### config.mk
export PLATFORM = sky130hd
export DESIGN_NAME = cap_timer
export DESIGN_NICKNAME = d
export VERILOG_FILES = /design/src/rtl/cap_pkg.sv /design/src/rtl/cap_timebase.sv /design/src/rtl/cap_edge_detect.sv /design/src/rtl/cap_channel.sv /design/src/rtl/cap_timer.sv
export SDC_FILE = /design/constraint.sdc
export NUM_CORES = 1
export LEC_CHECK = 0
export ABC_AREA = 1
export CAP_MARGIN = 20
export CORE_MARGIN = 4
export CORE_UTILIZATION = 45
export CTS_BUF_LIST = sky130_fd_sc_hd__clkbuf_2 sky130_fd_sc_hd__clkbuf_4 sky130_fd_sc_hd__clkbuf_8
export CTS_CLUSTER_DIAMETER = 100
export DETAILED_ROUTE_END_ITERATION = 7
export GPL_TIMING_DRIVEN = 0
export HOLD_SLACK_MARGIN = 0.15
export PLACE_DENSITY = 0.73
export SLEW_MARGIN = 20
export SYNTH_ARGS = -nofsm -noshare
export SYNTH_HDL_FRONTEND = slang
export SYNTH_SLANG_ARGS = --single-unit
### constraint.sdc
create_clock -name clk -period 2.3 [get_ports clk]
set_clock_uncertainty 0.15 [all_clocks]
set_input_delay 0.345 -clock clk [delete_from_list [all_inputs] [get_ports clk]]
set_output_delay 0.345 -clock clk [all_outputs]
set_load 0.02 [all_outputs]
### src/rtl/cap_pkg.sv
package cap_pkg;
  localparam int CNT_W = 16;
  localparam int PR_W  = 3;

  typedef enum logic [1:0] {
    SEL_OFF  = 2'b00,
    SEL_RISE = 2'b01,
    SEL_FALL = 2'b10,
    SEL_BOTH = 2'b11
  } edge_sel_e;

  // Decide whether a detected transition qualifies under the selected code.
  function automatic logic edge_hit(edge_sel_e sel, logic rise, logic fall);
    logic hit;
    unique case (sel)
      SEL_OFF:  hit = 1'b0;
      SEL_RISE: hit = rise;
      SEL_FALL: hit = fall;
      SEL_BOTH: hit = rise | fall;
      default:  hit = 1'b0;
    endcase
    return hit;
  endfunction
endpackage

### src/rtl/cap_timebase.sv
module cap_timebase #(
  parameter int CNT_W = 16,
  parameter int PR_W  = 3
) (
  input  logic             clk,
  input  logic             rst,
  input  logic             run_i,
  input  logic [PR_W-1:0]  pr_i,
  input  logic             restart_i,
  output logic [CNT_W-1:0] count_o,
  output logic             tick_o
);
  localparam int DIV_W = (1 << PR_W) - 1;

  logic [DIV_W-1:0] div_q;
  logic [CNT_W-1:0] count_q;

  // A tick is due when the low PR bits of the divider are all ones.
  function automatic logic tick_due(logic [DIV_W-1:0] div, logic [PR_W-1:0] pr);
    logic [DIV_W-1:0] m;
    m = (DIV_W'(1) << pr) - DIV_W'(1);
    return (div & m) == m;
  endfunction

  assign tick_o  = run_i && !restart_i && tick_due(div_q, pr_i);
  assign count_o = count_q;

  always_ff @(posedge clk) begin
    if (rst) begin
      div_q   <= '0;
      count_q <= '0;
    end else if (restart_i) begin
      div_q <= '0;
    end else if (run_i) begin
      div_q <= div_q + DIV_W'(1);
      if (tick_o) count_q <= count_q + CNT_W'(1);
    end
  end

  assert_hold_when_stopped_R1: assert property (@(posedge clk) disable iff (rst)
    !run_i |=> $stable(count_o));
  assert_step_of_one_R1: assert property (@(posedge clk) disable iff (rst)
    tick_o |=> count_o == $past(count_o) + CNT_W'(1));
  assert_restart_no_tick_R2: assert property (@(posedge clk) disable iff (rst)
    restart_i |=> $stable(count_o));
endmodule

### src/rtl/cap_edge_detect.sv
module cap_edge_detect (
  input  logic clk,
  input  logic rst,
  input  logic pin_i,
  output logic rise_o,
  output logic fall_o
);
  logic [1:0] sync_q;
  logic       prev_q;

  always_ff @(posedge clk) begin
    if (rst) begin
      sync_q <= '0;
      prev_q <= 1'b0;
    end else begin
      sync_q <= {sync_q[0], pin_i};
      prev_q <= sync_q[1];
    end
  end

  assign rise_o = sync_q[1] & ~prev_q;
  assign fall_o = ~sync_q[1] & prev_q;

  assert_rise_not_repeated_R4: assert property (@(posedge clk) disable iff (rst)
    rise_o |=> !rise_o);
  assert_fall_not_repeated_R5: assert property (@(posedge clk) disable iff (rst)
    fall_o |=> !fall_o);
  assert_edges_exclusive_R6: assert property (@(posedge clk) disable iff (rst)
    !(rise_o && fall_o));
endmodule

### src/rtl/cap_channel.sv
module cap_channel
  import cap_pkg::*;
#(
  parameter int CNT_W = 16
) (
  input  logic             clk,
  input  logic             rst,
  input  logic [CNT_W-1:0] count_i,
  input  logic             rise_i,
  input  logic             fall_i,
  input  edge_sel_e        sel_i,
  input  logic             mask_i,
  input  logic             clr_i,
  output logic [CNT_W-1:0] capture_o,
  output logic             flag_o,
  output logic             irq_o,
  output logic             evt_o
);
  logic [CNT_W-1:0] cap_q;
  logic             flag_q;

  assign evt_o = edge_hit(sel_i, rise_i, fall_i);

  always_ff @(posedge clk) begin
    if (rst) begin
      cap_q  <= '0;
      flag_q <= 1'b0;
    end else begin
      if (evt_o) cap_q <= count_i;
      // A new capture outranks a clear in the same cycle.
      if (evt_o)      flag_q <= 1'b1;
      else if (clr_i) flag_q <= 1'b0;
    end
  end

  assign capture_o = cap_q;
  assign flag_o    = flag_q;
  assign irq_o     = flag_q & mask_i;

  assert_latch_time_R7: assert property (@(posedge clk) disable iff (rst)
    evt_o |=> capture_o == $past(count_i));
  assert_flag_after_capture_R9: assert property (@(posedge clk) disable iff (rst)
    evt_o |=> flag_o);
  assert_clear_alone_R8: assert property (@(posedge clk) disable iff (rst)
    (clr_i && !evt_o) |=> !flag_o);
  assert_capture_hold_R11: assert property (@(posedge clk) disable iff (rst)
    !evt_o |=> $stable(capture_o));
  assert_off_never_captures_R3: assert property (@(posedge clk) disable iff (rst)
    (sel_i == SEL_OFF) |-> !evt_o);
  assert_irq_needs_flag_R10: assert property (@(posedge clk) disable iff (rst)
    irq_o |-> flag_o && mask_i);
endmodule

### src/rtl/cap_timer.sv
module cap_timer
  import cap_pkg::*;
(
  input  logic             clk,
  input  logic             rst,
  input  logic             wr_en,
  input  logic [1:0]       wr_addr,
  input  logic [7:0]       wr_data,
  input  logic             pin_i,
  output logic [CNT_W-1:0] count_o,
  output logic [CNT_W-1:0] capture_o,
  output logic             flag_o,
  output logic             irq_o
);
  localparam logic [1:0] ADDR_CTRL  = 2'd0;
  localparam logic [1:0] ADDR_SETUP = 2'd1;
  localparam logic [1:0] ADDR_FLAG  = 2'd2;

  logic            run_q;
  logic [PR_W-1:0] pr_q;
  edge_sel_e       sel_q;
  logic            mask_q;

  logic ctrl_wr, flag_clr, tick, rise, fall, cap_evt;

  assign ctrl_wr  = wr_en && (wr_addr == ADDR_CTRL);
  assign flag_clr = wr_en && (wr_addr == ADDR_FLAG) && wr_data[0];

  always_ff @(posedge clk) begin
    if (rst) begin
      run_q  <= 1'b0;
      pr_q   <= '0;
      sel_q  <= SEL_OFF;
      mask_q <= 1'b0;
    end else if (wr_en) begin
      if (wr_addr == ADDR_CTRL) begin
        run_q <= wr_data[0];
        pr_q  <= wr_data[PR_W:1];
      end
      if (wr_addr == ADDR_SETUP) begin
        sel_q  <= edge_sel_e'(wr_data[1:0]);
        mask_q <= wr_data[2];
      end
    end
  end

  cap_timebase #(.CNT_W(CNT_W), .PR_W(PR_W)) u_timebase (
    .clk       (clk),
    .rst       (rst),
    .run_i     (run_q),
    .pr_i      (pr_q),
    .restart_i (ctrl_wr),
    .count_o   (count_o),
    .tick_o    (tick)
  );

  cap_edge_detect u_edge (
    .clk    (clk),
    .rst    (rst),
    .pin_i  (pin_i),
    .rise_o (rise),
    .fall_o (fall)
  );

  cap_channel #(.CNT_W(CNT_W)) u_channel (
    .clk       (clk),
    .rst       (rst),
    .count_i   (count_o),
    .rise_i    (rise),
    .fall_i    (fall),
    .sel_i     (sel_q),
    .mask_i    (mask_q),
    .clr_i     (flag_clr),
    .capture_o (capture_o),
    .flag_o    (flag_o),
    .irq_o     (irq_o),
    .evt_o     (cap_evt)
  );

  assert_stopped_no_tick_R1: assert property (@(posedge clk) disable iff (rst)
    !run_q |-> !tick);
  assert_zero_write_keeps_flag_R8: assert property (@(posedge clk) disable iff (rst)
    (flag_o && !flag_clr) |=> flag_o);
endmodule

==> results of run 1 <==
-- layout make-up --
class | instances | area (sq um) | share of cell area
Multi-Input combinational cell | 247 | 1225 | 0.4057
Tap cell | 70 | 87.58 | 0.02901
Sequential cell | 50 | 1001 | 0.3315
Clock buffer | 7 | 90.09 | 0.02984
Inverter | 30 | 112.6 | 0.03730
Buffer | 11 | 77.57 | 0.02569
Clock inverter | 1 | 5.005 | 0.001658
Timing Repair Buffer | 42 | 420.4 | 0.1392
-- routing by layer --
layer,global-route usage,part of all wire
met2,0.3005,0.46
met3,0.03880,0.070
met4,0.07095,0.017
met1,0.2200,0.45
met5,0,0
-- through the flow --
stage | total power, mW | util | instances | worst slack, ns | hold slack (ns)
6_report | 1.538 | 0.5874 | 458 | 0.3299 | 0.2571
5_1_grt | 1.611 | 0.5874 | 458 | 0.2554 | 0.2656
4_1_cts | 1.563 | 0.5874 | 458 | 0.3114 | 0.2594
3_5_place_dp | 1.024 | 0.5689 | 450 | 0.3021 | 0.2455
3_3_place_gp | 1.023 | 0.5689 | 450 | 0.3271 | 0.2420
2_1_floorplan | 0.9811 | - | 338 | 0.7104 | 0.2383
-- worst min-delay path, stage by stage (launching register included) --
cell     delay (ns)
dfxtp_1        0.30
inv_1          0.04
nor2_1         0.03
-- layout by cell type, fill, tap and decap left out, types with 2 or more instances in the layout --
cell	netlist	routed
clkbuf_1	4	4
nor2_1	31	31
a21oi_1	39	39
buf_2	2	2
nand4_1	5	5
nand3_1	32	32
dfxtp_1	50	50
clkbuf_8	0	6
nor2_4	2	2
nand2_2	6	6
nand2_1	91	91
buf_6	4	4
nor3_1	5	5
clkdlybuf4s50_1	0	42
xor2_1	6	6
inv_1	29	29
nand3b_1	4	4
nor2_2	6	6
o21ai_0	9	9
ha_1	4	4
-- state kept, by name (all words and copies together), names as in the netlist --
name,count
u_channel.capture_o,16
u_edge.prev_q,1
u_timebase.div_q,7
run_q,1
pr_q,3
u_timebase.count_o,16
u_channel.flag_o,1
mask_q,1
u_edge.sync_q,2
sel_q,2
-- kinds of logic after synthesis --
kind of cell / after synthesis / share of synthesized area
fa+ha+maj: 4 / 0.02072
buf+inv: 41 / 0.07871
flops: 50 / 0.4143
xor+xnor: 7 / 0.02538
simple gates: 185 / 0.3475
compound gates: 51 / 0.1134
-- power by group through the flow --
stage | registers [mW] | logic (mW) | clock network (mW)
after floorplan | 0.907 | 0.0744 | 0
after global placement | 0.905 | 0.117 | 0
after detailed placement | 0.906 | 0.119 | 0
after CTS | 0.885 | 0.119 | 0.559
after global routing | 0.888 | 0.132 | 0.591
final | 0.885 | 0.118 | 0.535
-- worst max path at each step --
stage	endpoint	depth (start not counted)
global placement	u_timebase.count_o[2]$_SDFFE_PP0P_	9
floorplan	u_timebase.count_o[6]$_SDFFE_PP0P_	6
detailed placement	u_timebase.count_o[12]$_SDFFE_PP0P_	9
finish	count_o[4]	1
CTS	count_o[2]	1
global route	count_o[4]	1
==> impl_metrics.env, run 1 <==
export IMPL_ys_ff_latch=50
export IMPL_async_reset_ff_frac=0
export IMPL_synth_distinct_cells=27
export IMPL_tightest_slew_ns=0.5285
export IMPL_ys_flop_type="dfxtp_1"
export IMPL_synthTopCellsByCount="91 x nand2_1, 50 x dfxtp_1, 39 x a21oi_1, 32 x nand3_1, 31 x nor2_1"
export IMPL_clock_latency_ns=0.31
export IMPL_final_setup_tns_ns=0
export IMPL_clkTransAtPathRegs_ns=0.09
export IMPL_powerDensity_nw_per_um2=509.4
export IMPL_htree_levels=2
export IMPL_ys_seq_area_frac=0.4143
export IMPL_antenna_found_initial=0
export IMPL_hp_start="u_edge.sync_q[0]$_SDFF_PP0_"
export IMPL_maxSlewHeadroom=0.6477
export IMPL_reg2reg_depth=8
export IMPL_cts_buffers=5
export IMPL_whs_path_depth=2
export IMPL_die_x_microns=81.28
export IMPL_vias=2298
export IMPL_yosys_warnings=0
export IMPL_worstPathMaxFanout=7
export IMPL_post_route_period_util=0.8566
export IMPL_hold_buffers=0
export IMPL_finalSetupViolCount=0
export IMPL_n_antenna_cell=0
export IMPL_p_comb_frac=0.077
export IMPL_crit_chain="clkdlybuf4s50_1"
export IMPL_cts_sinks=50
export IMPL_io_buffer_count=42
export IMPL_start_util=0.4701
export IMPL_cts_tree="built"
export IMPL_status="finished, final reports clean"
export IMPL_drcViolationCount=0
export IMPL_syn_area_sq_um=2416
export IMPL_syn_inst=338
export IMPL_grt_max_degree=15
export IMPL_synth_most_common_cell="nand2_1"
export IMPL_die_area_sq_um=6606
export IMPL_overflow=0
export IMPL_yosysTopAreaCellShare=0.4143
export IMPL_cts_setup_buffers=0
export IMPL_critPathRequiredTime_ns=1.80
export IMPL_drt_total_wl_microns=5448
export IMPL_drt_wirelength_per_cell_microns=11.90
export IMPL_critPathSlowestCell="clkdlybuf4s50_1"
export IMPL_max_stage_delay_ns=0.67
export IMPL_cp_top_family="buffers and inverters"
export IMPL_yosysTopAreaCell="dfxtp_1"
export IMPL_worstPathArrival_ns=1.48
export IMPL_fill_cells=534
export IMPL_worstSetupPathType="reg -> out"
export IMPL_placed_area_sq_um=2924
export IMPL_crit_path_end_kind="output pin"
export IMPL_min_period_ns=1.970
export IMPL_p_leak_nw=1.051
export IMPL_drtAntennaViolNets=0
export IMPL_startpoint="u_timebase.count_o[4]$_SDFFE_PP0P_"
export IMPL_core_area_sq_um=5140
export IMPL_maxCapViolations=0
export IMPL_rows=26
export IMPL_die_h_microns=81.28
export IMPL_dp_hpwl_microns=4047
export IMPL_reg2reg_to="u_channel.capture_o[9]$_SDFFE_PP0P_"
export IMPL_start_kind="flop"
export IMPL_ios=48
export IMPL_max_vdd_ir_drop_mv=0.2603
export IMPL_max_freq_mhz=507.6
export IMPL_hold_violations=0
export IMPL_hold_path_class="reg -> reg"
export IMPL_gp_congestion=0.8513
export IMPL_power_internal_mw=1.175
export IMPL_slew_violations=0
export IMPL_r2r_setup_slack_ns=0.59
export IMPL_clock_power_share=0.348
export IMPL_vias_per_cell=5.017
export IMPL_p_sw_frac=0.2361
export IMPL_cts_resized=0
export IMPL_post_synth_cell_area_avg_sq_um=7.148
export IMPL_synth_area_leaders="dfxtp_1 41%, nand2_1 14%, a21oi_1 8.1%"
export IMPL_grt_pass1_vias=2067
export IMPL_area_growth_syn_to_layout_pct=24.96
export IMPL_clock_root_buffer="clkbuf_8"
export IMPL_synth_nets=356
export IMPL_synth_edff_count=0
export IMPL_hold_end="u_edge.sync_q[1]$_SDFF_PP0_"
export IMPL_cts_max_path_buffers=2
export IMPL_track_usage=0.1784
export IMPL_drive_above_1_share=0.08763
export IMPL_rsz0062_at_grt="false"
export IMPL_critPathBufInv=1
export IMPL_first_pass_iters=4
export IMPL_p_sw_mw=0.3631
export IMPL_timing_rr_start="u_edge.prev_q$_SDFF_PP0_"
export IMPL_fin_nets=405
export IMPL_design_area_sq_um=3019
export IMPL_seqPwrFrac=0.575
export IMPL_grt_pass1_wl_microns=9142
export IMPL_drtIter0Drc=203
(Power assumes the default switching activity.)
==> run 2, diff against run 1 <==
--- a/config.mk
+++ b/config.mk
@@ -6,6 +6,7 @@
 export NUM_CORES = 1
 export LEC_CHECK = 0
 export ABC_AREA = 1
+export ABC_CLOCK_PERIOD_IN_PS = 2300
 export CAP_MARGIN = 20
 export CORE_MARGIN = 4
 export CORE_UTILIZATION = 45
@@ -15,6 +16,7 @@
 export GPL_TIMING_DRIVEN = 0
 export HOLD_SLACK_MARGIN = 0.15
 export PLACE_DENSITY = 0.73
+export SKIP_CTS_REPAIR_TIMING = 1
 export SLEW_MARGIN = 20
 export SYNTH_ARGS = -nofsm -noshare
 export SYNTH_HDL_FRONTEND = slang
==> results of run 2 <==
The final DEF is identical to that of run 1; final timing and power are the same.
==> run 3, diff against run 2 <==
--- a/config.mk
+++ b/config.mk
@@ -8,14 +8,16 @@
 export ABC_AREA = 1
 export ABC_CLOCK_PERIOD_IN_PS = 2300
 export CAP_MARGIN = 20
-export CORE_MARGIN = 4
-export CORE_UTILIZATION = 45
+export CELL_PAD_IN_SITES_DETAIL_PLACEMENT = 1
+export CELL_PAD_IN_SITES_GLOBAL_PLACEMENT = 1
+export CORE_MARGIN = 5
+export CORE_UTILIZATION = 41
 export CTS_BUF_LIST = sky130_fd_sc_hd__clkbuf_2 sky130_fd_sc_hd__clkbuf_4 sky130_fd_sc_hd__clkbuf_8
 export CTS_CLUSTER_DIAMETER = 100
 export DETAILED_ROUTE_END_ITERATION = 7
 export GPL_TIMING_DRIVEN = 0
-export HOLD_SLACK_MARGIN = 0.15
-export PLACE_DENSITY = 0.73
+export HOLD_SLACK_MARGIN = 0.02
+export PLACE_DENSITY = 0.9
 export SKIP_CTS_REPAIR_TIMING = 1
 export SLEW_MARGIN = 20
 export SYNTH_ARGS = -nofsm -noshare
==> impl_metrics.env, run 3 (same netlist as run 1, synthesis figures left out) <==
export IMPL_status="finished, final reports clean"
export IMPL_worstSetupPathType="reg -> out"
export IMPL_final_setup_tns_ns=0
export IMPL_die_h_microns=86.77
export IMPL_max_stage_delay_ns=0.67
export IMPL_final_common_cell="nand2_1"
export IMPL_hold_path_class="in -> reg"
export IMPL_max_freq_mhz=500.9
export IMPL_die_area_sq_um=7528
export IMPL_vias=2393
export IMPL_die_x_microns=86.77
export IMPL_gp_congestion=0.8415
export IMPL_cts_buffers=5
export IMPL_max_vdd_ir_drop_mv=0.2456
export IMPL_clkTransAtPathRegs_ns=0.09
export IMPL_endpoint="count_o[2]"
export IMPL_post_route_period_util=0.8680
export IMPL_cts_max_path_buffers=2
export IMPL_worst_path_stages=1
export IMPL_rows=28
export IMPL_io_buffer_count=42
export IMPL_first_pass_iters=4
export IMPL_antenna_found_initial=0
export IMPL_drive_above_1_share=0.08527
export IMPL_finalSetupViolCount=0
export IMPL_crit_path_end_kind="output pin"
export IMPL_cts_sinks=50
export IMPL_crit_chain="clkdlybuf4s50_1"
export IMPL_drcViolationCount=0
export IMPL_drtIter0Drc=153
export IMPL_r2r_setup_slack_ns=0.55
export IMPL_critPathSlowestCell="clkdlybuf4s50_1"
export IMPL_area_growth_syn_to_layout_pct=24.75
export IMPL_tightest_slew_ns=0.5354
export IMPL_track_usage=0.1949
export IMPL_start_util=0.4154
export IMPL_maxSlewHeadroom=0.6431
export IMPL_clock_latency_ns=0.31
export IMPL_maxCapViolations=0
export IMPL_critPathRequiredTime_ns=1.80
export IMPL_reg2reg_depth=8
export IMPL_timing_rr_start="u_edge.prev_q$_SDFF_PP0_"
export IMPL_dp_hpwl_microns=5217
export IMPL_slew_violations=0
export IMPL_drt_wirelength_per_cell_microns=14.69
export IMPL_critPathBufInv=1
export IMPL_drt_total_wl_microns=6786
export IMPL_ios=48
export IMPL_grt_pass1_vias=2572
export IMPL_n_antenna_cell=0
export IMPL_hold_violations=0
export IMPL_powerDensity_nw_per_um2=509.3
export IMPL_overflow=0
export IMPL_startpoint="u_timebase.count_o[2]$_SDFFE_PP0P_"
export IMPL_grt_pass1_wl_microns=11610
export IMPL_grt_max_degree=14
export IMPL_htree_levels=2
export IMPL_cts_tree="built"
export IMPL_layout_common_cells="91 x nand2_1, 50 x dfxtp_1, 42 x clkdlybuf4s50_1, 39 x a21oi_1, 32 x nand3_1"
export IMPL_start_kind="flop"
export IMPL_fin_nets=405
export IMPL_worstPathArrival_ns=1.50
export IMPL_reg2reg_to="u_channel.capture_o[6]$_SDFFE_PP0P_"
export IMPL_worstPathMaxFanout=7
export IMPL_core_area_sq_um=5816
export IMPL_drtAntennaViolNets=0
export IMPL_cp_top_family="buffers and inverters"
export IMPL_finalPower_mw=1.535
export IMPL_p_leak_nw=1.045
export IMPL_min_period_ns=1.996
export IMPL_rsz0062_at_grt="false"
export IMPL_clock_root_buffer="clkbuf_8"
export IMPL_vias_per_cell=5.180
run 3: cell count changes in the layout (fill, tap and decap cells not counted):
| cell | change |
|---|---|
| clkinv_2 | -1 |
| clkbuf_4 | +1 |
| clkbuf_8 | -1 |
run 3: cell type report:
| type | instances | area (sq um) |
|---|---|---|
| well taps | 75 | 93.84 |
| inverters | 30 | 112.6 |
| repair buffers | 42 | 420.4 |
| flip-flops and latches | 50 | 1001 |
| plain buffers | 11 | 77.57 |
| multi-input cells | 247 | 1225 |
| clock buffers | 7 | 83.83 |
| fillers | 782 | 2801 |
run 3: worst min-delay path by stage:
stage | from | end | slack (ns) | cells after the start
finish | rst | u_channel.capture_o[2]$_SDFFE_PP0P_ | 0.25 | 2
floorplan | u_edge.sync_q[0]$_SDFF_PP0_ | u_edge.sync_q[1]$_SDFF_PP0_ | 0.24 | 2
global placement | u_edge.sync_q[0]$_SDFF_PP0_ | u_edge.sync_q[1]$_SDFF_PP0_ | 0.25 | 2
detailed placement | u_edge.sync_q[0]$_SDFF_PP0_ | u_edge.sync_q[1]$_SDFF_PP0_ | 0.25 | 2
global route | rst | u_channel.capture_o[2]$_SDFFE_PP0P_ | 0.28 | 2
CTS | rst | u_channel.capture_o[1]$_SDFFE_PP0P_ | 0.25 | 2
run 3: per-layer routing:
layer / GRT usage / up-vias / part of all wire
met5: 0 / - / 0
met4: 0.07790 / 0 / 0.025
li1: - / 1184 / -
met2: 0.3672 / 53 / 0.51
met3: 0.03327 / 17 / 0.039
met1: 0.2141 / 1139 / 0.43
run 3: per-stage QoR:
step	hold WS [ns]	std cells	area [sq um]	util	setup slack, ns
2_1_floorplan	0.2383	338	2416	-	0.7104
3_3_place_gp	0.2500	455	2930	0.5039	0.3052
3_5_place_dp	0.2538	455	2930	0.5039	0.2749
4_1_cts	0.2504	462	3014	0.5183	0.3059
5_1_grt	0.2803	462	3014	0.5183	0.2632
6_report	0.2517	462	3014	0.5183	0.3036
run 3: where the power goes:
group	total, mW	switching, mW	internal, mW	leakage (nW)
clock network	0.526	0.293	0.234	0.0452
registers	0.886	0.00985	0.876	0.404
logic	0.123	0.0785	0.0442	0.596
total	1.54	0.381	1.15	1.04
